[src/rtl/ef_pkg.sv]
// Shared definitions for the block erase fill engine.
// Assumes AXI4 encodings for burst type and response codes.
package ef_pkg;
    typedef enum logic [2:0] {
        ST_IDLE,
        ST_ADDR,
        ST_DATA,
        ST_DRAIN,
        ST_FIN
    } ef_state_e;

    localparam logic [1:0] BURST_INCR  = 2'b01;
    localparam logic [1:0] RESP_SLVERR = 2'b10;
    localparam logic [1:0] RESP_DECERR = 2'b11;
endpackage

[src/rtl/ef_burst_plan.sv]
// Burst planner: from the low address bits and the bytes still owed, picks
// the size of the next burst, limited by the packet cap and by the distance
// to the next boundary. Purely combinational.
// Assumes the address is aligned to the bus width and MAX_BURST_BYTES is a
// multiple of the bus width, so only the final burst can end mid-word.
module ef_burst_plan #(
    parameter int SIZE_W          = 32,
    parameter int BYTES           = 8,
    parameter int MAX_BURST_BYTES = 256,
    parameter int BOUNDARY        = 4096
) (
    input  logic [$clog2(BOUNDARY)-1:0] addr_lo,
    input  logic [SIZE_W-1:0]           remain,
    output logic [SIZE_W-1:0]           chunk,
    output logic [7:0]                  len,
    output logic [$clog2(BYTES)-1:0]    tail
);
    localparam int OFF_W = $clog2(BYTES);

    logic [SIZE_W-1:0] room;
    logic [SIZE_W-1:0] cap;

    // Pick the smallest of owed bytes, packet cap and room to the boundary.
    always_comb begin
        room  = SIZE_W'(BOUNDARY) - SIZE_W'(addr_lo);
        cap   = (room < SIZE_W'(MAX_BURST_BYTES)) ? room : SIZE_W'(MAX_BURST_BYTES);
        chunk = (remain < cap) ? remain : cap;
        len   = 8'((chunk + SIZE_W'(BYTES - 1)) >> OFF_W) - 8'd1;
        tail  = chunk[OFF_W-1:0];
    end
endmodule

[src/rtl/ef_beat_gen.sv]
// Write beat generator: once loaded with a burst length and tail byte count,
// drives WVALID for that many beats, raising WLAST and the partial strobe on
// the final one. Data itself comes from the top level.
// Assumes a new load arrives only after the previous burst has finished.
module ef_beat_gen #(
    parameter int BYTES = 8
) (
    input  logic                     clk,
    input  logic                     rst_n,
    input  logic                     load,
    input  logic [7:0]               load_len,
    input  logic [$clog2(BYTES)-1:0] load_tail,
    input  logic                     wready,
    output logic                     wvalid,
    output logic                     wlast,
    output logic [BYTES-1:0]         wstrb,
    output logic                     burst_end
);
    localparam int OFF_W = $clog2(BYTES);

    logic             active_q;
    logic [7:0]       left_q;
    logic [OFF_W-1:0] tail_q;
    logic [BYTES-1:0] last_strb;

    // Count down the beats of the current burst.
    always_ff @(posedge clk) begin
        if (!rst_n) begin
            active_q <= 1'b0;
            left_q   <= '0;
            tail_q   <= '0;
        end else if (load) begin
            active_q <= 1'b1;
            left_q   <= load_len;
            tail_q   <= load_tail;
        end else if (wvalid && wready) begin
            if (left_q == 8'd0) active_q <= 1'b0;
            else                left_q   <= left_q - 8'd1;
        end
    end

    // Lane enables for the final beat: low tail lanes, or all if tail is zero.
    always_comb begin
        for (int i = 0; i < BYTES; i++) begin
            last_strb[i] = (tail_q == '0) || (OFF_W'(i) < tail_q);
        end
    end

    // Beat-level outputs.
    always_comb begin
        wvalid    = active_q;
        wlast     = active_q && (left_q == 8'd0);
        wstrb     = wlast ? last_strb : {BYTES{1'b1}};
        burst_end = wvalid && wready && wlast;
    end

    a_r5_full_lanes_midburst: assert property (@(posedge clk) disable iff (!rst_n)
        wvalid && !wlast |-> (&wstrb));
    a_r7_w_hold: assert property (@(posedge clk) disable iff (!rst_n)
        wvalid && !wready |=> wvalid && $stable(wstrb) && $stable(wlast));
    a_r7_load_when_free: assert property (@(posedge clk) disable iff (!rst_n)
        load |-> !active_q);
endmodule

[src/rtl/ef_resp_track.sv]
// Response tracker: counts bursts issued but not yet answered and keeps a
// sticky error flag that clears when a new erase is accepted.
// Assumes responses only arrive for issued bursts.
module ef_resp_track #(
    parameter int MAX_OUTST = 4
) (
    input  logic       clk,
    input  logic       rst_n,
    input  logic       clear,
    input  logic       issue,
    input  logic       ret,
    input  logic [1:0] resp,
    output logic       idle,
    output logic       full,
    output logic       err
);
    import ef_pkg::*;

    localparam int OUT_W = $clog2(MAX_OUTST + 1);

    logic [OUT_W-1:0] cnt_q;
    logic             err_q;

    // Outstanding burst count.
    always_ff @(posedge clk) begin
        if (!rst_n) begin
            cnt_q <= '0;
        end else begin
            case ({issue, ret})
                2'b10:   cnt_q <= cnt_q + OUT_W'(1);
                2'b01:   cnt_q <= cnt_q - OUT_W'(1);
                default: cnt_q <= cnt_q;
            endcase
        end
    end

    // Sticky error flag, cleared when a new erase starts.
    always_ff @(posedge clk) begin
        if (!rst_n)                                               err_q <= 1'b0;
        else if (clear)                                           err_q <= 1'b0;
        else if (ret && (resp == RESP_SLVERR || resp == RESP_DECERR)) err_q <= 1'b1;
    end

    assign idle = (cnt_q == '0);
    assign full = (cnt_q == OUT_W'(MAX_OUTST));
    assign err  = err_q;

    a_r8_no_stray_resp: assert property (@(posedge clk) disable iff (!rst_n)
        ret |-> (cnt_q != '0));
    a_r8_within_limit: assert property (@(posedge clk) disable iff (!rst_n)
        cnt_q <= OUT_W'(MAX_OUTST));
    a_r9_err_sticky: assert property (@(posedge clk) disable iff (!rst_n)
        err_q && !clear |=> err_q);
endmodule

[src/rtl/ef_block_erase_fill.sv]
// Block erase fill engine top: accepts an erase request, walks the region in
// planned bursts, issues each address then its beats, waits for all write
// responses and pulses done. Data is the fill byte replicated.
// Assumes start_addr_i aligned to DATA_W/8 and MAX_BURST_BYTES <= 256 beats.
module ef_block_erase_fill #(
    parameter int ADDR_W          = 32,
    parameter int SIZE_W          = 32,
    parameter int DATA_W          = 64,
    parameter int MAX_BURST_BYTES = 256,
    parameter int BOUNDARY        = 4096,
    parameter int MAX_OUTST       = 4
) (
    input  logic                clk,
    input  logic                rst_n,
    input  logic                start_i,
    input  logic [ADDR_W-1:0]   start_addr_i,
    input  logic [SIZE_W-1:0]   block_bytes_i,
    input  logic                fill_wr_i,
    input  logic [7:0]          fill_val_i,
    output logic                busy_o,
    output logic                done_o,
    output logic                err_o,
    output logic                m_awvalid,
    input  logic                m_awready,
    output logic [ADDR_W-1:0]   m_awaddr,
    output logic [7:0]          m_awlen,
    output logic [2:0]          m_awsize,
    output logic [1:0]          m_awburst,
    output logic                m_wvalid,
    input  logic                m_wready,
    output logic [DATA_W-1:0]   m_wdata,
    output logic [DATA_W/8-1:0] m_wstrb,
    output logic                m_wlast,
    input  logic                m_bvalid,
    output logic                m_bready,
    input  logic [1:0]          m_bresp
);
    import ef_pkg::*;

    localparam int BYTES = DATA_W / 8;
    localparam int OFF_W = $clog2(BYTES);
    localparam int BND_W = $clog2(BOUNDARY);

    ef_state_e         st_q;
    logic [ADDR_W-1:0] cur_addr_q;
    logic [SIZE_W-1:0] remain_q;
    logic [7:0]        fill_q;

    logic [SIZE_W-1:0] chunk;
    logic [7:0]        plan_len;
    logic [OFF_W-1:0]  plan_tail;
    logic              aw_hs;
    logic              accept;
    logic              burst_end;
    logic              resp_idle;
    logic              resp_full;

    // Plan the next burst from the current position.
    ef_burst_plan #(
        .SIZE_W(SIZE_W), .BYTES(BYTES),
        .MAX_BURST_BYTES(MAX_BURST_BYTES), .BOUNDARY(BOUNDARY)
    ) u_plan (
        .addr_lo(cur_addr_q[BND_W-1:0]), .remain(remain_q),
        .chunk(chunk), .len(plan_len), .tail(plan_tail)
    );

    // Generate the write beats of each accepted burst.
    ef_beat_gen #(.BYTES(BYTES)) u_beats (
        .clk(clk), .rst_n(rst_n), .load(aw_hs), .load_len(plan_len),
        .load_tail(plan_tail), .wready(m_wready), .wvalid(m_wvalid),
        .wlast(m_wlast), .wstrb(m_wstrb), .burst_end(burst_end)
    );

    // Track outstanding responses and the error flag.
    ef_resp_track #(.MAX_OUTST(MAX_OUTST)) u_resp (
        .clk(clk), .rst_n(rst_n), .clear(accept), .issue(aw_hs),
        .ret(m_bvalid && m_bready), .resp(m_bresp),
        .idle(resp_idle), .full(resp_full), .err(err_o)
    );

    // Handshake and channel outputs.
    always_comb begin
        accept    = (st_q == ST_IDLE) && start_i;
        m_awvalid = (st_q == ST_ADDR) && !resp_full;
        aw_hs     = m_awvalid && m_awready;
        m_awaddr  = cur_addr_q;
        m_awlen   = plan_len;
        m_awsize  = 3'(OFF_W);
        m_awburst = BURST_INCR;
        m_wdata   = {BYTES{fill_q}};
        m_bready  = 1'b1;
        busy_o    = (st_q != ST_IDLE);
        done_o    = (st_q == ST_FIN);
    end

    // Erase sequencing: address phase, data phase, response drain, finish.
    always_ff @(posedge clk) begin
        if (!rst_n) begin
            st_q       <= ST_IDLE;
            cur_addr_q <= '0;
            remain_q   <= '0;
        end else begin
            case (st_q)
                ST_IDLE: if (start_i) begin
                    cur_addr_q <= start_addr_i;
                    remain_q   <= block_bytes_i;
                    st_q       <= (block_bytes_i == '0) ? ST_FIN : ST_ADDR;
                end
                ST_ADDR: if (aw_hs) begin
                    cur_addr_q <= cur_addr_q + ADDR_W'(chunk);
                    remain_q   <= remain_q - chunk;
                    st_q       <= ST_DATA;
                end
                ST_DATA: if (burst_end) begin
                    st_q <= (remain_q == '0) ? ST_DRAIN : ST_ADDR;
                end
                ST_DRAIN: if (resp_idle) st_q <= ST_FIN;
                ST_FIN:   st_q <= ST_IDLE;
                default:  st_q <= ST_IDLE;
            endcase
        end
    end

    // Fill register: reloadable only while idle.
    always_ff @(posedge clk) begin
        if (!rst_n)                  fill_q <= 8'hFF;
        else if (!busy_o && fill_wr_i) fill_q <= fill_val_i;
    end

    a_r2_start_aligned: assert property (@(posedge clk) disable iff (!rst_n)
        accept |-> (start_addr_i[OFF_W-1:0] == '0));
    a_r3_burst_cap: assert property (@(posedge clk) disable iff (!rst_n)
        m_awvalid |-> (((SIZE_W'(m_awlen) + 1) << OFF_W) <= SIZE_W'(MAX_BURST_BYTES)));
    a_r4_no_cross: assert property (@(posedge clk) disable iff (!rst_n)
        m_awvalid |-> ((SIZE_W'(m_awaddr[BND_W-1:0]) + ((SIZE_W'(m_awlen) + 1) << OFF_W))
                       <= SIZE_W'(BOUNDARY)));
    a_r7_aw_hold: assert property (@(posedge clk) disable iff (!rst_n)
        m_awvalid && !m_awready |=> m_awvalid && $stable(m_awaddr) && $stable(m_awlen));
    a_r8_done_after_resp: assert property (@(posedge clk) disable iff (!rst_n)
        done_o |-> resp_idle && !m_wvalid && !m_awvalid);
    a_r6_fill_frozen: assert property (@(posedge clk) disable iff (!rst_n)
        busy_o |=> $stable(fill_q));
    a_r10_restart_ignored: assert property (@(posedge clk) disable iff (!rst_n)
        busy_o && start_i && !aw_hs |=> $stable(remain_q) && $stable(cur_addr_q));
endmodule

[config.mk]
export PLATFORM = sky130hd
export DESIGN_NAME = ef_block_erase_fill
export DESIGN_NICKNAME = d
export VERILOG_FILES = /design/src/rtl/ef_pkg.sv /design/src/rtl/ef_burst_plan.sv /design/src/rtl/ef_beat_gen.sv /design/src/rtl/ef_resp_track.sv /design/src/rtl/ef_block_erase_fill.sv
export SDC_FILE = /design/constraint.sdc
export NUM_CORES = 1
export LEC_CHECK = 0
export CAP_MARGIN = 0
export CORE_MARGIN = 4
export CORE_UTILIZATION = 40
export DETAILED_ROUTE_END_ITERATION = 16
export MAX_ROUTING_LAYER = met4
export PLACE_DENSITY = 0.67
export SETUP_SLACK_MARGIN = 0.02
export SLEW_MARGIN = 5
export SYNTH_ARGS = -nofsm -noshare
export SYNTH_HDL_FRONTEND = slang
export SYNTH_SLANG_ARGS = --single-unit
[constraint.sdc]
create_clock -name clk -period 8.6 [get_ports clk]
set_clock_uncertainty 0.1 [all_clocks]
set_input_delay 1.72 -clock clk [delete_from_list [all_inputs] [get_ports clk]]
set_output_delay 1.72 -clock clk [all_outputs]
set_load 0.005 [all_outputs]
==> flow_summary.yaml, run 1 <==
grt:
  grt.overflow.total: 0
  grt_first_pass_wirelength_um: 38990
  grt_max_degree: 72
  grt_pass1_vias: 7580
  grt_usage: 0.2186
  antenna_found_initial: 1
clock_tree:
  cts_buffers: 9
  cts_root_buffer: "clkbuf_16"
  cts.repair.resized: 0
  clock_sinks: 91
  clk_pin_slew_ps: 80
  insertion_delay_ps: 360
  cts_max_level: 3
  cts_tree: "done"
  clockBufferDepth: 2
  postCtsSetupBuffers: 0
  cts_hold_buf: 0
power_and_ir_drop:
  pwr-share-clk: 0.122
  intPower_mw: 1.875
  p_sw_mw: 1.691
  combPwrFrac: 0.642
  leakagePower_nw: 4.081
  sw_frac_of_total: 0.4742
  ir_drop_v: 0.0001769
  power.density_mw_per_mm2: 351.7
  power.total_mw: 3.565
  pwr-share-seq: 0.235
yosys:
  async_flop_share: 0
  synth.distinct_cells: 77
  yosysWarnings: 0
  ys_seq_area_frac: 0.2263
  synthesis.area_mm2: 0.008050
  yosysTopAreaCellShare: 0.2263
  synth_most_common_cell: "nand2_1"
  synth-seq-cells: 91
  synth_top_cell_by_area: "dfxtp_1"
  synth_flop_cell: "dfxtp_1"
  avgSynthCellArea_um2: 7.392
  ys_top_cells_by_area: "dfxtp_1 (23%), ha_1 (9.2%), buf_4 (5.9%), a21oi_1 (5.6%), nand2_1 (4.7%)"
  synthTopCellsByCount: "nand2_1 (101), nor2_1 (99), dfxtp_1 (91), a21oi_1 (90), o21ai_0 (67)"
  synth_edf_count: 0
  synthCells: 1089
min_path:
  hold_class: "reg -> reg"
sta:
  tightestPinTransition_ps: 822.4
  period_needed_ps: 7455
  slew_headroom: 0.4517
  final-setup-viol-count: 0
  finalMaxSlewViolations: 0
  rsz0062_at_grt: "no"
  fmax_mhz: 134.1
  fin_tns_setup_ps: 0
  fin_crit_sh: 0.8668
  hold_viol_final: 0
floorplanning:
  rows: 51
  core_mm2: 0.01965
  dieWidth_um: 149.9
  die_height_um: 149.9
  io_pins: 205
  initial_core_util: 0.4096
  dieArea_mm2: 0.02246
setup_path:
  crit_path_max_incr_delay_ps: 560
  crit_path_max_fanout: 30
  critical_path_buf_inv_count: 4
  worst_path_max_delay_cell: "clkdlybuf4s50_1"
  crit_family: "buffers and inverters"
  startpoint_type: "flip-flop"
  crit_type: "reg -> out"
  crit_chain: "inv_1, ha_1, nor3b_2, nand4_1, a21o_1, inv_1, nand2_1, ha_1, a21o_1, a21o_1, a21oi_1, nor2b_1, a211oi_4, buf_4, a31oi_2, ha_1, nor3_1, a31oi_1, xor2_1, mux2i_1, clkdlybuf4s50_1"
  crit_path_end_kind: "primary output"
  critPathArrivalTime_ps: 5630
  cp.required_ps: 6780
layout:
  finalInstanceArea_mm2: 0.01014
  syn2layout_area_growth_pct: 25.94
  n_fill_cell: 2009
  drive_gt1_frac: 0.04007
  nets: 1361
detailed_routing:
  detail_route.wl_per_cell_um: 16.46
  routed_wl_um: 24530
  vias_per_cell: 5.569
  drt_iter0_markers: 503
  firstDrtPassIters: 5
  antenna_left: 0
  drc: 0
  vias: 8298
place:
  place_hpwl_um: 18130
  io_buffers: 196
  gp_congestion: 0.8992
  placed_cell_area_mm2: 0.009819
outcome:
  status: "completed"
run:
  maxCapViolations: 0
## final cells by class
| class | instances | area [um^2] | area share |
|---|---|---|---|
| Timing Repair Buffer | 204 | 2022 | 0.1994 |
| Multi-Input combinational cell | 863 | 5460 | 0.5386 |
| Inverter | 49 | 183.9 | 0.01814 |
| Antenna cell | 2 | 5.005 | 0.0004936 |
| Sequential cell | 91 | 1822 | 0.1797 |
| Clock inverter | 7 | 88.84 | 0.008762 |
| Tap cell | 265 | 331.6 | 0.03270 |
| Clock buffer | 9 | 225.2 | 0.02221 |
## path summary, 6_finish.rpt
path	slack [ps]	endpoint	cells after the start	from
setup / recovery	1150	m_awlen[6]	21	m_awaddr[1]$_SDFFE_PN0P_
hold / removal	380	remain_q[18]$_SDFFE_PN0P_	2	remain_q[18]$_SDFFE_PN0P_
setup reg to reg	1490	remain_q[21]$_SDFFE_PN0P_	26	m_awaddr[1]$_SDFFE_PN0P_
hold reg to reg	380	remain_q[18]$_SDFFE_PN0P_	2	remain_q[18]$_SDFFE_PN0P_
## layout by cell type (no fill, tap or decap), drive strengths merged, types with 11 or more instances in the layout
| master | netlist | final |
|---|---|---|
| o211ai | 13 | 13 |
| nor4 | 19 | 19 |
| nor3 | 54 | 54 |
| clkdlybuf4s50 | 0 | 196 |
| xor2 | 16 | 16 |
| a211oi | 30 | 30 |
| a31oi | 14 | 14 |
| ha | 59 | 59 |
| o21ai | 69 | 69 |
| nor2 | 101 | 101 |
| or3 | 24 | 24 |
| conb | 2 | 30 |
| nand2 | 101 | 101 |
| dfxtp | 91 | 91 |
| nand3 | 29 | 29 |
| a311oi | 25 | 25 |
| a21oi | 91 | 91 |
| inv | 48 | 53 |
| a21o | 30 | 30 |
| xnor2 | 27 | 27 |
| o21a | 11 | 11 |
## registers in the layout, summed over array words and instances, names as in the netlist
register / flops
u_beats.wvalid: 1
u_beats.left_q: 8
u_resp.err: 1
u_resp.cnt_q: 3
u_beats.tail_q: 3
m_awaddr: 32
remain_q: 32
st_q: 3
fill_q: 8
## layer usage
layer	vias to the layer above	wire [um]	track usage
li1	4163	-	-
met1	3802	11190	0.2954
met2	296	10880	0.3377
met3	37	1983	0.03483
met4	0	471	0.06496
met5	-	0	-
## kinds of logic after synthesis
kind of cell | after synthesis | share of synthesized area
adder cells (fa/ha/maj) | 62 | 0.09916
AO/OA/AOI/OAI | 330 | 0.2703
multiplexers | 9 | 0.01135
flip-flops | 91 | 0.2263
other | 2 | 0.0009329
AND/OR/NAND/NOR | 389 | 0.2342
buffers and inverters | 163 | 0.1100
XOR/XNOR | 43 | 0.04772
## tightest hold or removal path, stage by stage (launching register included)
cell and delay [ps]:
dfxtp_1 320, o41ai_1 60, a21oi_1 50
## power by group through the flow
stage / Combinational (mW) / Sequential [mW] / Clock, mW
detailed placement: 2.27 / 0.844 / 0
floorplan: 1.66 / 0.770 / 0
global placement: 2.25 / 0.840 / 0
global route: 2.57 / 0.873 / 0.459
CTS: 2.28 / 0.836 / 0.443
finish: 2.29 / 0.839 / 0.436
## per-stage QoR
stage	worst slack (ps)	std cells	hold slack (ps)	utilization
after floorplan	2496	1117	337.7	-
after global placement	1599	1472	362.8	0.4996
after detailed placement	1533	1472	367.5	0.4996
after CTS	1177	1488	377.3	0.5156
after global routing	595.7	1489	406.6	0.5157
final	1145	1490	378.0	0.5159
Note: power is estimated with default switching activity, not from simulation.
==> run 2, diff against run 1 <==
CELL_PAD_IN_SITES_DETAIL_PLACEMENT = 0   (was unset)
CELL_PAD_IN_SITES_GLOBAL_PLACEMENT = 2   (was unset)
CORE_UTILIZATION = 28   (was 40)
PLACE_DENSITY = unset   (was 0.67)
PLACE_DENSITY_LB_ADDON = 0.1   (was unset)
==> flow_summary.yaml, run 2 (synthesis results as in run 1) <==
floorplanning:
  dieWidth_um: 177.6
  initial_core_util: 0.2866
  rows: 61
  dieArea_mm2: 0.03153
  die_height_um: 177.6
  io_pins: 205
  core_mm2: 0.02809
clock_tree:
  cts_buffers: 9
  clockBufferDepth: 2
  cts_tree: "done"
  insertion_delay_ps: 360
  cts_hold_buf: 0
  clock_sinks: 91
  cts_root_buffer: "clkbuf_16"
  cts_max_level: 3
  cts.repair.resized: 0
  clk_pin_slew_ps: 80
  postCtsSetupBuffers: 0
detailed_routing:
  drc: 0
  vias_per_cell: 5.066
  detail_route.wl_per_cell_um: 17.58
  firstDrtPassIters: 5
  routed_wl_um: 28220
  drt_iter0_markers: 425
  vias: 8131
  antenna_left: 0
setup_path:
  crit_path_end_kind: "primary output"
  crit_path_max_incr_delay_ps: 560
  reg2reg_slack_ps: 1290
  critical_path_cell_count: 21
  critical_path_buf_inv_count: 4
  crit_type: "reg -> out"
  worst_path_max_delay_cell: "clkdlybuf4s50_1"
  worstReg2RegStart: "m_awaddr[0]$_SDFFE_PN0P_"
  r2r_cells: 25
  critPathArrivalTime_ps: 5800
  crit_end: "m_awlen[6]"
  startpoint_type: "flip-flop"
  cp.required_ps: 6780
  crit_family: "compound AO/OA/AOI/OAI gates"
  r2r-end: "remain_q[21]$_SDFFE_PN0P_"
  crit_start: "m_awaddr[0]$_SDFFE_PN0P_"
  crit_path_max_fanout: 13
  crit_chain: "inv_1, ha_1, nor3b_2, a31o_2, a21o_1, inv_1, nand2_1, ha_1, a21o_1, a21o_1, a21oi_1, nor2b_1, a211oi_4, buf_4, a31oi_2, ha_1, nor3_1, a31oi_1, xor2_1, mux2i_1, clkdlybuf4s50_1"
layout:
  syn2layout_area_growth_pct: 27.76
  layout.cells.most_common: "clkdlybuf4s50_1"
  nets: 1363
  n_fill_cell: 3005
  seq_area_mm2: 0.001822
  multiInputGateArea_mm2: 0.005461
  mostFrequentLayoutCells: "clkdlybuf4s50_1 (195), nand2_1 (101), nor2_1 (99)"
  drive_gt1_frac: 0.04327
run:
  maxCapViolations: 0
sta:
  period_needed_ps: 7623
  fin_crit_sh: 0.8864
  tightestPinTransition_ps: 853.3
  rsz0062_at_grt: "no"
  hold-worst-slack_ps: 372.5
  fmax_mhz: 131.2
  finalMaxSlewViolations: 0
  slew_headroom: 0.4311
  hold_viol_final: 0
  fin_tns_setup_ps: 0
  setup_ws_ps: 976.9
  final-setup-viol-count: 0
grt:
  antenna_found_initial: 2
  grt_pass1_vias: 7914
  grt_first_pass_wirelength_um: 44460
  grt.overflow.total: 0
  grt_usage: 0.1805
  grt_max_degree: 77
power_and_ir_drop:
  leakagePower_nw: 4.083
  power.total_mw: 3.630
  power.density_mw_per_mm2: 353.0
  ir_drop_v: 0.0001385
place:
  place_hpwl_um: 20880
  io_buffers: 196
  dpl_worst_slack_ps: 1270
  gp_congestion: 0.7878
min_path:
  hold_class: "reg -> reg"
outcome:
  status: "completed"
[run 2: cell count changes in the layout (fill, tap and decap cells not counted), sizes merged]
cell | before | now
clkinv | 1 | 2
buf | 8 | 11
clkinvlp | 1 | 2
clkdlybuf4s50 | 196 | 195
inv | 53 | 51
[run 2: routing by layer]
layer,GRT usage,wire (um),vias up,part of all wire
li1,-,-,4149,-
met1,0.2512,14000,3781,0.50
met2,0.2825,12630,186,0.45
met3,0.02407,1326,15,0.047
met4,0.03513,257,0,0.0091
met5,-,0,-,0
[run 2: how the worst min path moves through the flow]
stage          slack (ps)  cells after the start                         to                 startpoint
6_report              370                      2  remain_q[18]$_SDFFE_PN0P_  remain_q[18]$_SDFFE_PN0P_
5_1_grt               400                      1  remain_q[29]$_SDFFE_PN0P_  remain_q[29]$_SDFFE_PN0P_
4_1_cts               380                      2  remain_q[18]$_SDFFE_PN0P_  remain_q[18]$_SDFFE_PN0P_
3_5_place_dp          360                      2  remain_q[18]$_SDFFE_PN0P_  remain_q[18]$_SDFFE_PN0P_
3_3_place_gp          360                      2  remain_q[18]$_SDFFE_PN0P_  remain_q[18]$_SDFFE_PN0P_
2_1_floorplan         340                      1  remain_q[29]$_SDFFE_PN0P_  remain_q[29]$_SDFFE_PN0P_
[run 2: worst min-delay path, stage by stage, from the launching register on]
cell,delay (ps)
dfxtp_1,320
o41ai_1,50
a21oi_1,50
[run 2: layout make-up]
cell class | instances | area share
well taps | 378 | 0.04599
inverters | 49 | 0.01788
repair buffers | 206 | 0.1976
clock buffers | 9 | 0.02190
diodes | 2 | 0.0004866
flip-flops and latches | 91 | 0.1771
multi-input cells | 863 | 0.5310
clock inverters | 7 | 0.008029
[run 2: power by group]
part	leakage (nW)	switching (mW)	internal, mW
clock network	0.145	0.208	0.231
registers	0.750	0.252	0.594
logic	3.19	1.29	1.05
total	4.08	1.75	1.88
[run 2: stage by stage]
stage | instances | util | area (um^2)
after floorplan | 1117 | - | 8155
after global placement | 1587 | 0.3550 | 9972
after detailed placement | 1587 | 0.3550 | 9972
after CTS | 1603 | 0.3660 | 10280
after global routing | 1605 | 0.3662 | 10280
final | 1605 | 0.3662 | 10280
==> run 3, diff against run 2 <==
CAP_MARGIN = unset   (was 0)
==> results of run 3 <==
No change in the layout: final DEF, timing and power equal those of run 2.
